--- config.mk ---
export PLATFORM = sky130hd
export DESIGN_NAME = ebus_seq
export DESIGN_NICKNAME = d
export VERILOG_FILES = /design/src/rtl/ebus_pkg.sv /design/src/rtl/ebus_phase_ctr.sv /design/src/rtl/ebus_fetch_sel.sv /design/src/rtl/ebus_dreq_latch.sv /design/src/rtl/ebus_strobe_gen.sv /design/src/rtl/ebus_seq.sv
export SDC_FILE = /design/constraint.sdc
export NUM_CORES = 1
export LEC_CHECK = 0
export ABC_AREA = 1
export BUFFER_PORTS_ARGS = -buffer_cell sky130_fd_sc_hd__buf_2
export CAP_MARGIN = 15
export CORE_ASPECT_RATIO = 1.4
export CORE_UTILIZATION = 48
export DETAILED_ROUTE_END_ITERATION = 10
export PLACE_DENSITY = 0.8
export SLEW_MARGIN = 20
export SYNTH_ARGS = -nofsm -noshare
export SYNTH_HDL_FRONTEND = slang
export SYNTH_HIERARCHICAL = 1
export SYNTH_SLANG_ARGS = --single-unit
export TNS_END_PERCENT = 100
--- constraint.sdc ---
create_clock -name clk -period 1.8 [get_ports clk]
set_input_delay 0.18 -clock clk [delete_from_list [all_inputs] [get_ports clk]]
set_output_delay 0.18 -clock clk [all_outputs]
set_load 0.01 [all_outputs]
--- src/rtl/ebus_pkg.sv ---
package ebus_pkg;
  typedef enum logic {
    CYC_FETCH = 1'b0,
    CYC_DATA  = 1'b1
  } cyc_kind_e;
endpackage

--- src/rtl/ebus_phase_ctr.sv ---
module ebus_phase_ctr
  import ebus_pkg::*;
#(
  parameter int PHASES = 12,
  localparam int PW = $clog2(PHASES)
) (
  input  logic          clk,
  input  logic          rst_n,
  input  logic          xreq_valid,
  input  logic          rsp_hold,
  output logic [PW-1:0] ph_q,
  output cyc_kind_e     kind_q,
  output logic          xreq_ready,
  output logic          accept,
  output logic          slot_start
);
  localparam logic [PW-1:0] P_LAST = PW'(PHASES - 1);
  localparam logic [PW-1:0] P_MID  = PW'(PHASES / 2 - 1);

  // request window: last clock of a machine cycle, no stuck response
  assign xreq_ready = (ph_q == P_LAST) && !rsp_hold;
  assign accept     = xreq_valid && xreq_ready;
  assign slot_start = ((ph_q == P_LAST) && !accept) ||
                      ((ph_q == P_MID) && (kind_q == CYC_FETCH));

  always_ff @(posedge clk or negedge rst_n) begin
    if (!rst_n) begin
      ph_q   <= P_LAST;
      kind_q <= CYC_FETCH;
    end else begin
      if (ph_q == P_LAST) begin
        ph_q   <= '0;
        kind_q <= accept ? CYC_DATA : CYC_FETCH;
      end else begin
        ph_q <= ph_q + 1'b1;
      end
    end
  end

  assert_ready_last_R10: assert property (@(posedge clk) disable iff (!rst_n)
    xreq_ready |=> (ph_q == '0));
  assert_accept_data_R10: assert property (@(posedge clk) disable iff (!rst_n)
    accept |=> (kind_q == CYC_DATA));
endmodule

--- src/rtl/ebus_fetch_sel.sv ---
module ebus_fetch_sel #(
  parameter int AW = 16,
  parameter int DW = 8,
  parameter logic [AW-1:0] INT_TOP = 16'h0FFF,
  localparam int HW = AW - DW
) (
  input  logic          clk,
  input  logic          rst_n,
  input  logic          slot_start,
  input  logic          accept,
  input  logic          ext_only_n,
  input  logic          fetch_en,
  input  logic [AW-1:0] fetch_pc,
  input  logic [HW-1:0] hi_latch,
  output logic          slot_ext,
  output logic [DW-1:0] slot_lo,
  output logic [HW-1:0] slot_hi
);
  logic go_ext;

  assign go_ext = fetch_en && (!ext_only_n || (fetch_pc > INT_TOP));

  always_ff @(posedge clk or negedge rst_n) begin
    if (!rst_n) begin
      slot_ext <= 1'b0;
      slot_lo  <= '0;
      slot_hi  <= '1;
    end else if (accept) begin
      slot_ext <= 1'b0;
    end else if (slot_start) begin
      slot_ext <= go_ext;
      slot_lo  <= fetch_pc[DW-1:0];
      slot_hi  <= go_ext ? fetch_pc[AW-1:DW] : hi_latch;
    end
  end

  assert_forced_ext_R4: assert property (@(posedge clk) disable iff (!rst_n)
    (slot_start && !accept && fetch_en && !ext_only_n) |=> slot_ext);
  assert_idle_fetch_R4: assert property (@(posedge clk) disable iff (!rst_n)
    (slot_start && !fetch_en) |=> !slot_ext);
endmodule

--- src/rtl/ebus_dreq_latch.sv ---
module ebus_dreq_latch #(
  parameter int AW = 16,
  parameter int DW = 8,
  localparam int HW = AW - DW
) (
  input  logic          clk,
  input  logic          rst_n,
  input  logic          accept,
  input  logic          xreq_write,
  input  logic          xreq_wide,
  input  logic [AW-1:0] xreq_addr,
  input  logic [DW-1:0] xreq_wdata,
  input  logic [HW-1:0] hi_latch,
  output logic          dq_write,
  output logic [DW-1:0] dq_lo,
  output logic [HW-1:0] dq_hi,
  output logic [DW-1:0] dq_wdata
);
  always_ff @(posedge clk or negedge rst_n) begin
    if (!rst_n) begin
      dq_write <= 1'b0;
      dq_lo    <= '0;
      dq_hi    <= '1;
      dq_wdata <= '0;
    end else if (accept) begin
      dq_write <= xreq_write;
      dq_lo    <= xreq_addr[DW-1:0];
      dq_hi    <= xreq_wide ? xreq_addr[AW-1:DW] : hi_latch;
      dq_wdata <= xreq_wdata;
    end
  end
endmodule

--- src/rtl/ebus_strobe_gen.sv ---
module ebus_strobe_gen
  import ebus_pkg::*;
#(
  parameter int PHASES  = 12,
  parameter int DW      = 8,
  parameter int HW      = 8,
  parameter int ALE_LEN = 2,
  localparam int PW = $clog2(PHASES)
) (
  input  logic          clk,
  input  logic          rst_n,
  input  logic [PW-1:0] ph_q,
  input  cyc_kind_e     kind_q,
  input  logic          slot_ext,
  input  logic [DW-1:0] slot_lo,
  input  logic [HW-1:0] slot_hi,
  input  logic          dq_write,
  input  logic [DW-1:0] dq_lo,
  input  logic [HW-1:0] dq_hi,
  input  logic [DW-1:0] dq_wdata,
  input  logic [DW-1:0] lo_in,
  input  logic          rsp_ready,
  output logic          ale,
  output logic          psen_n,
  output logic          rd_n,
  output logic          wr_n,
  output logic          lo_oe,
  output logic [DW-1:0] lo_out,
  output logic [HW-1:0] hi_out,
  output logic          rsp_valid,
  output logic [DW-1:0] rsp_data
);
  localparam logic [PW-1:0] P_HALF     = PW'(PHASES / 2);
  localparam logic [PW-1:0] P_ALE      = PW'(ALE_LEN);
  localparam logic [PW-1:0] P_ADDR     = PW'(ALE_LEN + 1);
  localparam logic [PW-1:0] P_STB_LAST = PW'(PHASES - 3);
  localparam logic [PW-1:0] P_WD_LAST  = PW'(PHASES - 2);

  logic [PW-1:0] q;
  logic          in_stb, capture;
  logic          ale_d, psen_d, rd_d, wr_d, oe_d;
  logic [DW-1:0] lo_d;
  logic [HW-1:0] hi_d;

  assign q       = (ph_q >= P_HALF) ? (ph_q - P_HALF) : ph_q;
  assign in_stb  = (ph_q >= P_ADDR) && (ph_q <= P_STB_LAST);
  assign capture = (kind_q == CYC_DATA) && !dq_write && (ph_q == P_WD_LAST);

  always_comb begin
    ale_d  = 1'b0;
    psen_d = 1'b1;
    rd_d   = 1'b1;
    wr_d   = 1'b1;
    oe_d   = 1'b0;
    lo_d   = slot_lo;
    hi_d   = slot_hi;
    if (kind_q == CYC_FETCH) begin
      ale_d  = (q < P_ALE);
      psen_d = !(slot_ext && (q >= P_ADDR));
      oe_d   = slot_ext && (q < P_ADDR);
    end else begin
      ale_d = (ph_q < P_ALE);
      rd_d  = !(in_stb && !dq_write);
      wr_d  = !(in_stb && dq_write);
      oe_d  = (ph_q < P_ADDR) || (dq_write && (ph_q <= P_WD_LAST));
      lo_d  = (ph_q < P_ADDR) ? dq_lo : dq_wdata;
      hi_d  = dq_hi;
    end
  end

  always_ff @(posedge clk or negedge rst_n) begin
    if (!rst_n) begin
      ale    <= 1'b0;
      psen_n <= 1'b1;
      rd_n   <= 1'b1;
      wr_n   <= 1'b1;
      lo_oe  <= 1'b0;
      lo_out <= '0;
      hi_out <= '1;
    end else begin
      ale    <= ale_d;
      psen_n <= psen_d;
      rd_n   <= rd_d;
      wr_n   <= wr_d;
      lo_oe  <= oe_d;
      lo_out <= lo_d;
      hi_out <= hi_d;
    end
  end

  always_ff @(posedge clk or negedge rst_n) begin
    if (!rst_n) begin
      rsp_valid <= 1'b0;
      rsp_data  <= '0;
    end else if (capture) begin
      rsp_valid <= 1'b1;
      rsp_data  <= lo_in;
    end else if (rsp_ready) begin
      rsp_valid <= 1'b0;
    end
  end

  assert_ale_pulse_R1: assert property (@(posedge clk) disable iff (!rst_n)
    $rose(ale) |=> ale ##1 !ale);
  assert_psen_excl_R3: assert property (@(posedge clk) disable iff (!rst_n)
    !psen_n |-> (rd_n && wr_n));
  assert_psen_ext_R3: assert property (@(posedge clk) disable iff (!rst_n)
    !psen_n |-> $past(slot_ext));
  assert_rd_release_R8: assert property (@(posedge clk) disable iff (!rst_n)
    !rd_n |-> !lo_oe);
  assert_rw_excl_R9: assert property (@(posedge clk) disable iff (!rst_n)
    !(!rd_n && !wr_n));
endmodule

--- src/rtl/ebus_seq.sv ---
module ebus_seq
  import ebus_pkg::*;
#(
  parameter int AW      = 16,
  parameter int DW      = 8,
  parameter int PHASES  = 12,
  parameter int ALE_LEN = 2,
  parameter logic [AW-1:0] INT_TOP = 16'h0FFF
) (
  input  logic             clk,
  input  logic             rst_n,
  input  logic             ext_only_n,
  input  logic             fetch_en,
  input  logic [AW-1:0]    fetch_pc,
  input  logic [AW-DW-1:0] hi_latch,
  input  logic             xreq_valid,
  output logic             xreq_ready,
  input  logic             xreq_write,
  input  logic             xreq_wide,
  input  logic [AW-1:0]    xreq_addr,
  input  logic [DW-1:0]    xreq_wdata,
  output logic             rsp_valid,
  input  logic             rsp_ready,
  output logic [DW-1:0]    rsp_data,
  output logic             ale,
  output logic             psen_n,
  output logic             rd_n,
  output logic             wr_n,
  output logic [DW-1:0]    lo_out,
  output logic             lo_oe,
  input  logic [DW-1:0]    lo_in,
  output logic [AW-DW-1:0] hi_out
);
  localparam int HW = AW - DW;
  localparam int PW = $clog2(PHASES);

  logic [PW-1:0] ph_q;
  cyc_kind_e     kind_q;
  logic          accept, slot_start, rsp_hold;
  logic          slot_ext;
  logic [DW-1:0] slot_lo, dq_lo, dq_wdata;
  logic [HW-1:0] slot_hi, dq_hi;
  logic          dq_write;

  assign rsp_hold = rsp_valid && !rsp_ready;

  ebus_phase_ctr #(.PHASES(PHASES)) u_phase (
    .clk(clk), .rst_n(rst_n), .xreq_valid(xreq_valid), .rsp_hold(rsp_hold),
    .ph_q(ph_q), .kind_q(kind_q), .xreq_ready(xreq_ready),
    .accept(accept), .slot_start(slot_start)
  );

  ebus_fetch_sel #(.AW(AW), .DW(DW), .INT_TOP(INT_TOP)) u_fetch (
    .clk(clk), .rst_n(rst_n), .slot_start(slot_start), .accept(accept),
    .ext_only_n(ext_only_n), .fetch_en(fetch_en), .fetch_pc(fetch_pc),
    .hi_latch(hi_latch), .slot_ext(slot_ext), .slot_lo(slot_lo),
    .slot_hi(slot_hi)
  );

  ebus_dreq_latch #(.AW(AW), .DW(DW)) u_dreq (
    .clk(clk), .rst_n(rst_n), .accept(accept), .xreq_write(xreq_write),
    .xreq_wide(xreq_wide), .xreq_addr(xreq_addr), .xreq_wdata(xreq_wdata),
    .hi_latch(hi_latch), .dq_write(dq_write), .dq_lo(dq_lo),
    .dq_hi(dq_hi), .dq_wdata(dq_wdata)
  );

  ebus_strobe_gen #(.PHASES(PHASES), .DW(DW), .HW(HW), .ALE_LEN(ALE_LEN)) u_strobe (
    .clk(clk), .rst_n(rst_n), .ph_q(ph_q), .kind_q(kind_q),
    .slot_ext(slot_ext), .slot_lo(slot_lo), .slot_hi(slot_hi),
    .dq_write(dq_write), .dq_lo(dq_lo), .dq_hi(dq_hi), .dq_wdata(dq_wdata),
    .lo_in(lo_in), .rsp_ready(rsp_ready),
    .ale(ale), .psen_n(psen_n), .rd_n(rd_n), .wr_n(wr_n),
    .lo_oe(lo_oe), .lo_out(lo_out), .hi_out(hi_out),
    .rsp_valid(rsp_valid), .rsp_data(rsp_data)
  );
endmodule

==> reports/metrics.yaml, run 1 <==
outcome: "completed"
antenna_found_initial: 0
worstMarginPinSlew_ns: 0.455
min_path_type: "input port to flip-flop"
cts_buffer_depth: 2
die_x_um: 75.9
portBuffers: 94
ys_types: 28
coreArea_um2: 7360
fin_nets: 626
drc_errors: 0
slew_headroom_pct: 69.6
rrSetupSlack_ns: 0.10
synth-simple-area-share_pct: 34.5
finalHoldViolations: 0
dieArea_um2: 8000
cp-start-kind: "flip-flop"
grt_max_degree: 43
critPathMaxFanout: 7
skew_ns: 0.0104
clkPwrFrac_pct: 31.0
netlist.area_leader.share_pct: 32.1
ant_nets: 0
stdcell_count: 662
clkLatencyLatePin_ns: 0.35
fin_crit_sh_pct: 94.3
groute.usage.overall_pct: 22.8
intPower_mw: 2.84
reg2reg_to: "u_fetch/slot_hi[3]"
avgSynthCellArea_um2: 8.07
drt-pass1-iter-count: 4
area_delta_synth_final_pct: 22.2
clock_sinks: 77
htreeDepth: 3
whs_path_depth: 2
synth-compound-area-share_pct: 1.57
synth-xor-area-share_pct: 0
fin_util_pct: 60.9
netlist_area_um2: 3670
endpoint_kind: "flip-flop"
cap_violations: 0
critPathKind: "flip-flop to flip-flop"
synthMuxAreaShare_pct: 0
period_minus_slack_ns: 1.70
p_total_mw: 3.85
cts_buffers: 9
sequentialPowerShare_pct: 54.6
maxClockFrequency_ghz: 0.589
powerDensity_nw_per_um2: 860
setup_viol: 0
syn-num-nets: 520
diodes: 0
ys_seq_elements: 77
gp_congestion: 0.868
rows: 37
switching_power_mw: 1.01
die-height_um: 105
combPwrFrac_pct: 14.4
cpMostUsedCell: "nand2_1"
r2r_cells: 10
via_count: 3181
syn_inst: 454
hold_end: "u_strobe/rsp_valid"
synth_fa_ha_area_share_pct: 0.683
start_util_pct: 49.8
grt_overflow_total: 0
cts_tree: "built"
final_layout_size_suffix_gt1_share_pct: 31.9
cp_top_family: "flip-flops"
critPathBufInv: 3
clock-root-buffer: "clkbuf_8"
nFillCells: 657
dp.cells: 642
cp_cell_sequence: "ha_2, nand2_2, nor2_4, nand3_2, inv_2, inv_1, nand2_4, buf_4, nand2_1, nand2_1"
grt_pass1_vias: 3087
hold_start: "rsp_ready"
cp_slowest_cell: "dfstp_2"
grt_pass1_wl_mm: 13.6
cp_slowest_stage_delay_ns: 0.55
wl_mm: 8.14
routed_via_density: 4.81
synth_area_leaders: "dfrtp_1 32%, dfstp_2 22%, nand2_1 21%"
finalMaxSlewViolations: 0
worstReg2RegStart: "u_phase/ph_q[0]"
worstPathArrival_ns: 1.99
ys_warn_count: 6
synth_sequential_area_ratio_pct: 53.6
wl_per_cell_um: 12.3
drtIter0Drc: 222
ir_drop_v: 0.000395
clk_pin_slew_ns: 0.07
worstPathRequired_ns: 2.09
crit_cells: 10
synth_top_family_by_area: "simple AND/OR/NAND/NOR gates"
dp_hpwl_mm: 5.99
switching_share_pct: 26.2
p_leak_nw: 2.51
synth.largest_area_cell: "dfrtp_1"
num_io_pins: 95
==> power groups by stage <==
| stage | registers, mW | clock network, mW | logic, mW |
|---|---|---|---|
| floorplan | 2.15 | 0 | 0.257 |
| global placement | 2.12 | 0 | 0.539 |
| detailed placement | 2.13 | 0 | 0.559 |
| CTS | 2.10 | 1.23 | 0.563 |
| global route | 2.13 | 1.29 | 0.639 |
| finish | 2.10 | 1.19 | 0.556 |
==> cell type report <==
type	count	area (um^2)	share of cell area [%]
clock buffer	15	176	3.94
clock inverter	1	5.00	0.112
inverter	67	264	5.89
multi-input combinational	298	1350	30.1
sequential	77	1960	43.9
tap	97	121	2.71
timing repair buffer	107	598	13.4
==> synthesized netlist by cell type <==
library cell and number:
nand2_2 7, nand2_1 203, ha_1 2, o21ai_2 1
nor2_1 6, clkinv_2 1, inv_1 60, buf_1 2
buf_6 5, nand3_2 1, a21oi_2 1, nand3_1 56
buf_2 2, o21ai_0 3, buf_4 3, nor2_2 3
nor2_8 1, dfrtp_1 47, inv_2 5, nand3_4 1
dfstp_2 30, nand4_1 1, nor2_4 2, o21ai_1 1
nand2_4 4, a21oi_1 4, inv_6 1, nor3_4 1
==> metrics by stage <==
step,hold slack (ns),setup TNS (ns),instance area [um^2],setup slack (ns)
2_1_floorplan,-0.116,0,3670,0.0477
3_3_place_gp,0.158,0,4260,0.0111
3_5_place_dp,0.165,-1.01,4260,-0.0783
4_1_cts,0.0142,0,4450,0.00849
5_1_grt,0.0131,-0.00343,4480,-0.00343
6_report,0.0353,0,4480,0.103
==> cells in the final DEF, fill, tap and decap left out, types with 7 or more instances in the layout <==
master / netlist / final
nand2_1: 203 / 203
buf_2: 2 / 93
inv_1: 60 / 59
nand3_1: 56 / 56
dfrtp_1: 47 / 47
dfstp_2: 30 / 30
clkbuf_8: 0 / 12
buf_4: 3 / 11
nand2_2: 7 / 7
==> how the worst max path moves through the flow <==
stage,from,endpoint,slack (ns)
after floorplan,u_phase/ph_q[0],u_fetch/slot_lo[0],0.05
after global placement,u_phase/ph_q[0],u_fetch/slot_hi[4],0.01
after detailed placement,u_phase/ph_q[0],u_fetch/slot_hi[4],-0.08
after CTS,u_phase/ph_q[0],u_fetch/slot_hi[1],0.008
after global routing,u_phase/ph_q[0],u_fetch/slot_hi[7],-0.003
final,u_phase/ph_q[0],u_fetch/slot_hi[3],0.10
==> cell families after synthesis <==
family | count (synthesis)
simple gates | 286
fa+ha+maj | 2
flops | 77
compound gates | 10
buf+inv | 79
==> timing repair <==
action,CTS,global route
gates resized for setup,1,3
endpoints found under the hold margin,32,0
buffers inserted,0,3
hold buffers,1,0
endpoints found under the setup margin,16,33
pin swaps,0,1
==> worst register-to-register path: stages (launching register included) <==
cell	delay, ns
dfstp_2	0.55
ha_2	0.21
nand2_2	0.07
nor2_4	0.12
nand3_2	0.09
inv_2	0.09
inv_1	0.08
nand2_4	0.13
buf_4	0.17
nand2_1	0.07
nand2_1	0.07
==> layer usage <==
| metal | wire length, um | track usage (%) | vias up |
|---|---|---|---|
| met1 | 3460 | 27.6 | 1495 |
| met4 | 144 | 9.26 | 0 |
| met3 | 358 | 4.40 | 10 |
| met5 | 0 | 0 | - |
| li1 | - | - | 1584 |
| met2 | 4180 | 38.6 | 92 |
==> state kept, by name (all words and copies together), names as in the netlist, 4 cells and up <==
register,cells
u_dreq/dq_wdata,8
u_fetch/slot_lo,8
u_strobe/rsp_data,8
u_strobe/lo_out,8
u_dreq/dq_lo,8
u_fetch/slot_hi,8
u_dreq/dq_hi,8
u_strobe/hi_out,8
u_phase/ph_q,4
No activity file was read; power rests on OpenSTA's default activity.
==> run 2, diff against run 1 <==
--- a/config.mk
+++ b/config.mk
@@ -8,7 +8,6 @@
 export ABC_AREA = 1
 export BUFFER_PORTS_ARGS = -buffer_cell sky130_fd_sc_hd__buf_2
 export CAP_MARGIN = 15
-export CORE_ASPECT_RATIO = 1.4
 export CORE_UTILIZATION = 48
 export DETAILED_ROUTE_END_ITERATION = 10
 export PLACE_DENSITY = 0.8
==> run 2 against run 1 <==
  * Final cell count increased by 0.45%
  * Worst setup slack better by 0.0036 ns
  * Critical endpoint is now u_fetch/slot_lo[2]
  * Hold slack worse by 0.0090 ns
  * Global-route usage decreased by 0.20 points
  * Largest cell class unchanged
  * Register-to-register slack about the same
  * Utilization rose by 0.54 points
  * Non-clock buffer count up 1
  * Clock skew rose by 0.0026 ns
  * Via count is 0.88% lower
==> reports/metrics.yaml, run 2 (synthesized netlist as in run 1, its figures left out) <==
num_io_pins: 95  # unchanged
r2r_cells: 9  # was 10
htreeDepth: 3  # unchanged
dp_hpwl_mm: 5.87  # was 5.99 mm
worst_hold_slack_ns: 0.0262  # was 0.0353 ns
via_count: 3153  # was 3181
antenna_found_initial: 0  # unchanged
setup_viol: 0  # unchanged
worstPathRequired_ns: 2.03  # was 2.09 ns
critPathBufInv: 1  # was 3
fin_crit_sh_pct: 94.1  # was 94.3%
grt_max_degree: 43  # unchanged
outcome: "completed"  # unchanged
sequentialPowerShare_pct: 53.4  # was 54.6%
gp_congestion: 0.858  # was 0.868
combPwrFrac_pct: 14.3  # was 14.4%
hold_end: "u_dreq/dq_wdata[3]"  # was u_strobe/rsp_valid
grt_pass1_wl_mm: 13.5  # was 13.6 mm
coreArea_um2: 7330  # was 7360 um^2
wl_per_cell_um: 12.3  # about the same
rrSetupSlack_ns: 0.11  # was 0.10 ns
intPower_mw: 2.91  # was 2.84 mW
rows: 31  # was 37
clock_sinks: 77  # unchanged
slew_headroom_pct: 64.7  # was 69.6%
worstReg2RegStart: "u_phase/ph_q[1]"  # was u_phase/ph_q[0]
clk_pin_slew_ns: 0.08  # was 0.07 ns
area_delta_synth_final_pct: 22.8  # was 22.2%
critPathKind: "flip-flop to flip-flop"  # unchanged
die_x_um: 89.4  # was 75.9 um
routed_via_density: 4.74  # was 4.81
start_util_pct: 50.0  # was 49.8%
groute.usage.overall_pct: 22.6  # was 22.8%
fin_nets: 627  # was 626
switching_power_mw: 1.01  # about the same
skew_ns: 0.0130  # was 0.0104 ns
grt_pass1_vias: 2969  # was 3087
portBuffers: 94  # unchanged
cts_tree: "built"  # unchanged
cts_buffer_depth: 2  # unchanged
cp_slowest_cell: "dfstp_2"  # unchanged
finalMaxSlewViolations: 0  # unchanged
reg2reg_to: "u_fetch/slot_lo[2]"  # was u_fetch/slot_hi[3]
finalHoldViolations: 0  # unchanged
ant_nets: 0  # unchanged
wl_mm: 8.15  # was 8.14 mm
seqCellArea_um2: 1960  # unchanged
period_minus_slack_ns: 1.69  # was 1.70 ns
critPathMaxFanout: 10  # was 7
cpMostUsedCell: "nand2_1"  # unchanged
p_total_mw: 3.91  # was 3.85 mW
cp_top_family: "simple AND/OR/NAND/NOR gates"  # was flip-flops
worstPathArrival_ns: 1.92  # was 1.99 ns
powerDensity_nw_per_um2: 870  # was 860 nW/um^2
final_layout_size_suffix_gt1_share_pct: 31.8  # was 31.9%
dieArea_um2: 7990  # was 8000 um^2
cp_slowest_stage_delay_ns: 0.57  # was 0.55 ns
ir_drop_v: 0.000359  # was 0.000395 V
hold_start: "xreq_wdata[3]"  # was rsp_ready
min_path_type: "input port to flip-flop"  # unchanged
multi_input_area_um2: 1360  # was 1350 um^2
clock-root-buffer: "clkbuf_8"  # unchanged
drt-pass1-iter-count: 4  # unchanged
switching_share_pct: 25.7  # was 26.2%
whs_path_depth: 3  # was 2
nFillCells: 656  # was 657
cp_cell_sequence: "ha_4, nand2_2, nor2_4, o21ai_1, nand2_1, nand2_4, buf_6, nand2_1, nand2_1"  # was ha_2, nand2_2, nor2_4, nand3_2, inv_2, inv_1, nand2_4, buf_4, nand2_1, nand2_1
diodes: 0  # unchanged
rsz0062_at_grt: "false"
die-height_um: 89.4  # was 105 um
worstMarginPinSlew_ns: 0.529  # was 0.455 ns
clkPwrFrac_pct: 32.3  # was 31.0%
cp-start-kind: "flip-flop"  # unchanged
drtIter0Drc: 189  # was 222
p_leak_nw: 2.52  # was 2.51 nW
grt_overflow_total: 0  # unchanged
endpoint_kind: "flip-flop"  # unchanged
clkLatencyLatePin_ns: 0.35  # about the same
layout_commonest_cell: "nand2_1"  # unchanged
cap_violations: 0  # unchanged
final_cell_mix: "203 x nand2_1, 93 x buf_2, 59 x inv_1"  # unchanged
drc_errors: 0  # unchanged
cts_buffers: 9  # unchanged
maxClockFrequency_ghz: 0.591  # was 0.589 GHz
run 2: changes by cell type in the layout (fill, tap and decap cells not counted), sizes merged:
cell | previous run | this run
bufinv | 0 | 1
buf | 106 | 107
clkbuf | 15 | 14
run 2: worst max-delay path by stage:
| stage | to | startpoint | cells after the start |
|---|---|---|---|
| floorplan | u_fetch/slot_lo[0] | u_phase/ph_q[0] | 11 |
| global placement | u_fetch/slot_hi[4] | u_phase/ph_q[1] | 10 |
| detailed placement | u_fetch/slot_hi[4] | u_phase/ph_q[1] | 10 |
| CTS | u_dreq/dq_lo[1] | u_phase/ph_q[1] | 9 |
| global route | u_fetch/slot_hi[0] | u_phase/ph_q[1] | 9 |
| finish | u_fetch/slot_lo[2] | u_phase/ph_q[1] | 9 |
run 2: power by group through the flow:
| stage | Combinational [mW] | Clock [mW] | Sequential [mW] |
|---|---|---|---|
| finish | 0.559 | 1.26 | 2.09 |
| global route | 0.643 | 1.36 | 2.12 |
| CTS | 0.564 | 1.30 | 2.09 |
| detailed placement | 0.558 | 0 | 2.12 |
| global placement | 0.543 | 0 | 2.12 |
| floorplan | 0.257 | 0 | 2.15 |
run 2: metal layers:
layer / track usage [%] / vias to the layer above / share of wire [%] / wire (um)
met5: 0 / - / 0 / 0
met4: 8.51 / 0 / 1.8 / 148
met3: 4.80 / 11 / 5.3 / 430
met2: 37.1 / 92 / 49 / 3990
met1: 29.5 / 1463 / 44 / 3590
li1: - / 1587 / - / -
run 2: cell type report:
class,count,area share (%)
Multi-Input combinational cell,298,30.2
Clock inverter,2,0.778
Clock buffer,14,3.39
Sequential cell,77,43.6
Timing Repair Buffer,108,13.3
Tap cell,99,2.75
Inverter,67,5.87
run 2: tightest hold or removal path: stages:
cell and delay [ns]:
buf_2 0.07, nand2_1 0.04, nand2_1 0.05
run 2: stage by stage:
step                      util, %  cells  setup TNS (ns)  area (um^2)  setup WS, ns
after global placement       58.0    645               0         4250        0.0598
after floorplan                 -    454               0         3670        0.0477
after CTS                    60.8    662               0         4460        0.0194
after detailed placement     58.0    645          -0.322         4250       -0.0334
final                        61.4    665               0         4500         0.107
after global routing         61.4    665               0         4500        0.0254
run 2: repair_timing:
item,in CTS,in global routing
buffers inserted,0,3
hold buffers,1,0
gates resized for setup,1,6
gates cloned,0,0
endpoints found under the setup margin,16,41
pin swaps,0,2
endpoints found under the hold margin,27,0
==> run 3, diff against run 2 <==
--- a/config.mk
+++ b/config.mk
@@ -8,9 +8,11 @@
 export ABC_AREA = 1
 export BUFFER_PORTS_ARGS = -buffer_cell sky130_fd_sc_hd__buf_2
 export CAP_MARGIN = 15
-export CORE_UTILIZATION = 48
+export CELL_PAD_IN_SITES_DETAIL_PLACEMENT = 0
+export CELL_PAD_IN_SITES_GLOBAL_PLACEMENT = 1
+export CORE_UTILIZATION = 35
 export DETAILED_ROUTE_END_ITERATION = 10
-export PLACE_DENSITY = 0.8
+export PLACE_DENSITY = 0.81
 export SLEW_MARGIN = 20
 export SYNTH_ARGS = -nofsm -noshare
 export SYNTH_HDL_FRONTEND = slang
==> run 3 against run 2 <==
  * Routed wire length up 5.5%
  * Design area up 1.4%
  * Hold slack better by 0.0059 ns
  * Global-route usage down 5.5 points
  * Utilization down 16 points
  * Sequential share of layout area down 0.62 points
  * Combinational power down 1%
  * Largest cell class unchanged
  * First-iteration DRC count down 15%
  * Sequential power about the same
  * Power up 3.9%
  * Register-to-register slack about the same
==> reports/metrics.yaml, run 3 (synthesized netlist as in run 1, its figures left out) <==
cts_tree: "built"  # unchanged
powerDensity_nw_per_um2: 890  # was 870 nW/um^2
grt_max_degree: 30  # was 43
dieArea_um2: 10900  # was 7990 um^2
htreeDepth: 3  # unchanged
ir_drop_v: 0.000443  # was 0.000359 V
grt_overflow_total: 0  # unchanged
nFillCells: 1002  # was 656
routed_via_density: 4.44  # was 4.74
clk_pin_slew_ns: 0.08  # about the same
worstPathRequired_ns: 1.62  # was 2.03 ns
outcome: "completed"  # unchanged
cp-start-kind: "flip-flop"  # unchanged
coreArea_um2: 9950  # was 7330 um^2
die_x_um: 104  # was 89.4 um
num_io_pins: 95  # unchanged
final_cell_mix: "203 x nand2_1, 93 x buf_2, 60 x inv_1"  # was 203 x nand2_1, 93 x buf_2, 59 x inv_1
final_layout_size_suffix_gt1_share_pct: 31.8  # unchanged
cts_buffers: 9  # unchanged
period_minus_slack_ns: 1.72  # was 1.69 ns
wl_per_cell_um: 12.3  # about the same
critPathMaxFanout: 3  # was 10
drc_errors: 0  # unchanged
drt-pass1-iter-count: 4  # unchanged
antenna_found_initial: 0  # unchanged
diodes: 0  # unchanged
clkLatencyLatePin_ns: 0.35  # about the same
maxClockFrequency_ghz: 0.583  # was 0.591 GHz
start_util_pct: 36.8  # was 50.0%
dp_slack_ns: 0.0235  # was -0.0334 ns
fin_crit_sh_pct: 95.3  # was 94.1%
rows: 36  # was 31
finalHoldViolations: 0  # unchanged
critPathKind: "flip-flop to output pin"  # was flip-flop to flip-flop
cts_buffer_depth: 2  # unchanged
skew_ns: 0.00917  # was 0.0130 ns
area_delta_synth_final_pct: 24.5  # was 22.8%
p_leak_nw: 2.53  # was 2.52 nW
fin_util_pct: 45.9  # was 61.4%
grt_pass1_vias: 3063  # was 2969
slew_headroom_pct: 70.1  # was 64.7%
via_count: 3101  # was 3153
groute.usage.overall_pct: 17.1  # was 22.6%
drtIter0Drc: 160  # was 189
gp_congestion: 0.785  # was 0.858
endpoint_kind: "output pin"  # was flip-flop
setup_tns_ns: 0  # unchanged
min_path_type: "input port to flip-flop"  # unchanged
clock_sinks: 77  # unchanged
fin_ws_ns: 0.0845  # was 0.107 ns
portBuffers: 94  # unchanged
grt_pass1_wl_mm: 14.7  # was 13.5 mm
cap_violations: 0  # unchanged
setup_viol: 0  # unchanged
wl_mm: 8.60  # was 8.15 mm
dp_hpwl_mm: 6.31  # was 5.87 mm
worstPathArrival_ns: 1.54  # was 1.92 ns
die-height_um: 104  # was 89.4 um
fin_nets: 628  # was 627
worst_hold_slack_ns: 0.0322  # was 0.0262 ns
layout_commonest_cell: "nand2_1"  # unchanged
finalMaxSlewViolations: 0  # unchanged
clock-root-buffer: "clkbuf_8"  # unchanged
worstMarginPinSlew_ns: 0.447  # was 0.529 ns
ant_nets: 0  # unchanged
## run 3: changes by cell type in the layout (fill, tap and decap cells not counted)
cell       change
buf_4          +2
buf_6          -1
bufinv_16      +1
clkbuf_1       -1
clkinv_2       -1
inv_1          +1
inv_2          -1
inv_6          +1
inv_8          -1
## run 3: path summary, 6_finish.rpt
check / from / end / slack [ns] / depth (start not counted)
setup / recovery: u_phase/ph_q[0] / xreq_ready / 0.08 / 5
hold / removal: xreq_addr[5] / u_dreq/dq_lo[5] / 0.03 / 3
setup reg to reg: u_phase/ph_q[0] / u_fetch/slot_lo[7] / 0.11 / 9
hold reg to reg: u_fetch/slot_hi[0] / u_strobe/hi_out[0] / 0.46 / 2
max in group asynchronous: rst_n / u_fetch/slot_hi[0] / 0.87 / 3
min in group asynchronous: rst_n / u_dreq/dq_lo[6] / 0.29 / 2
## run 3: what timing repair did
item / in CTS / in global routing
endpoints found under the hold margin: 10 / 0
gates resized for setup: 0 / 5
setup buffers: 0 / 2
setup endpoints to repair: 0 / 17
hold buffers: 1 / 0
## run 3: worst max-delay path, stage by stage (launching register included)
cell     delay (ns)
dfstp_2        0.57
ha_4           0.15
buf_4          0.11
nand3_1        0.10
nor2_1         0.13
buf_2          0.14
## run 3: metal layers
layer  wire [um]  vias up  share of wire, %  GRT usage (%)
li1            -     1582                 -              -
met5           0        -                 0              0
met3         375       10               4.4           2.88
met2        4040       82                47           28.1
met1        4040     1427                47           22.4
met4         142        0               1.7           6.73
## run 3: per-stage QoR
stage / instances / area [um^2] / power, mW
after floorplan: 454 / 3670 / 2.41
after global placement: 681 / 4310 / 2.67
after detailed placement: 681 / 4310 / 2.69
after CTS: 697 / 4530 / 4.11
after global routing: 699 / 4570 / 4.29
final: 699 / 4570 / 4.07
## run 3: cell type report
| cell class | count | area [um^2] | share of cell area (%) |
|---|---|---|---|
| Tap cell | 133 | 166 | 3.64 |
| Sequential cell | 77 | 1960 | 43.0 |
| Multi-Input combinational cell | 298 | 1360 | 29.8 |
| Timing Repair Buffer | 109 | 604 | 13.2 |
| Clock buffer | 13 | 149 | 3.26 |
| Clock inverter | 2 | 60.1 | 1.32 |
| Inverter | 67 | 262 | 5.73 |
## run 3: power by group
part,switching (mW),internal [mW]
Clock,0.601,0.814
Combinational,0.319,0.235
Sequential,0.104,1.99
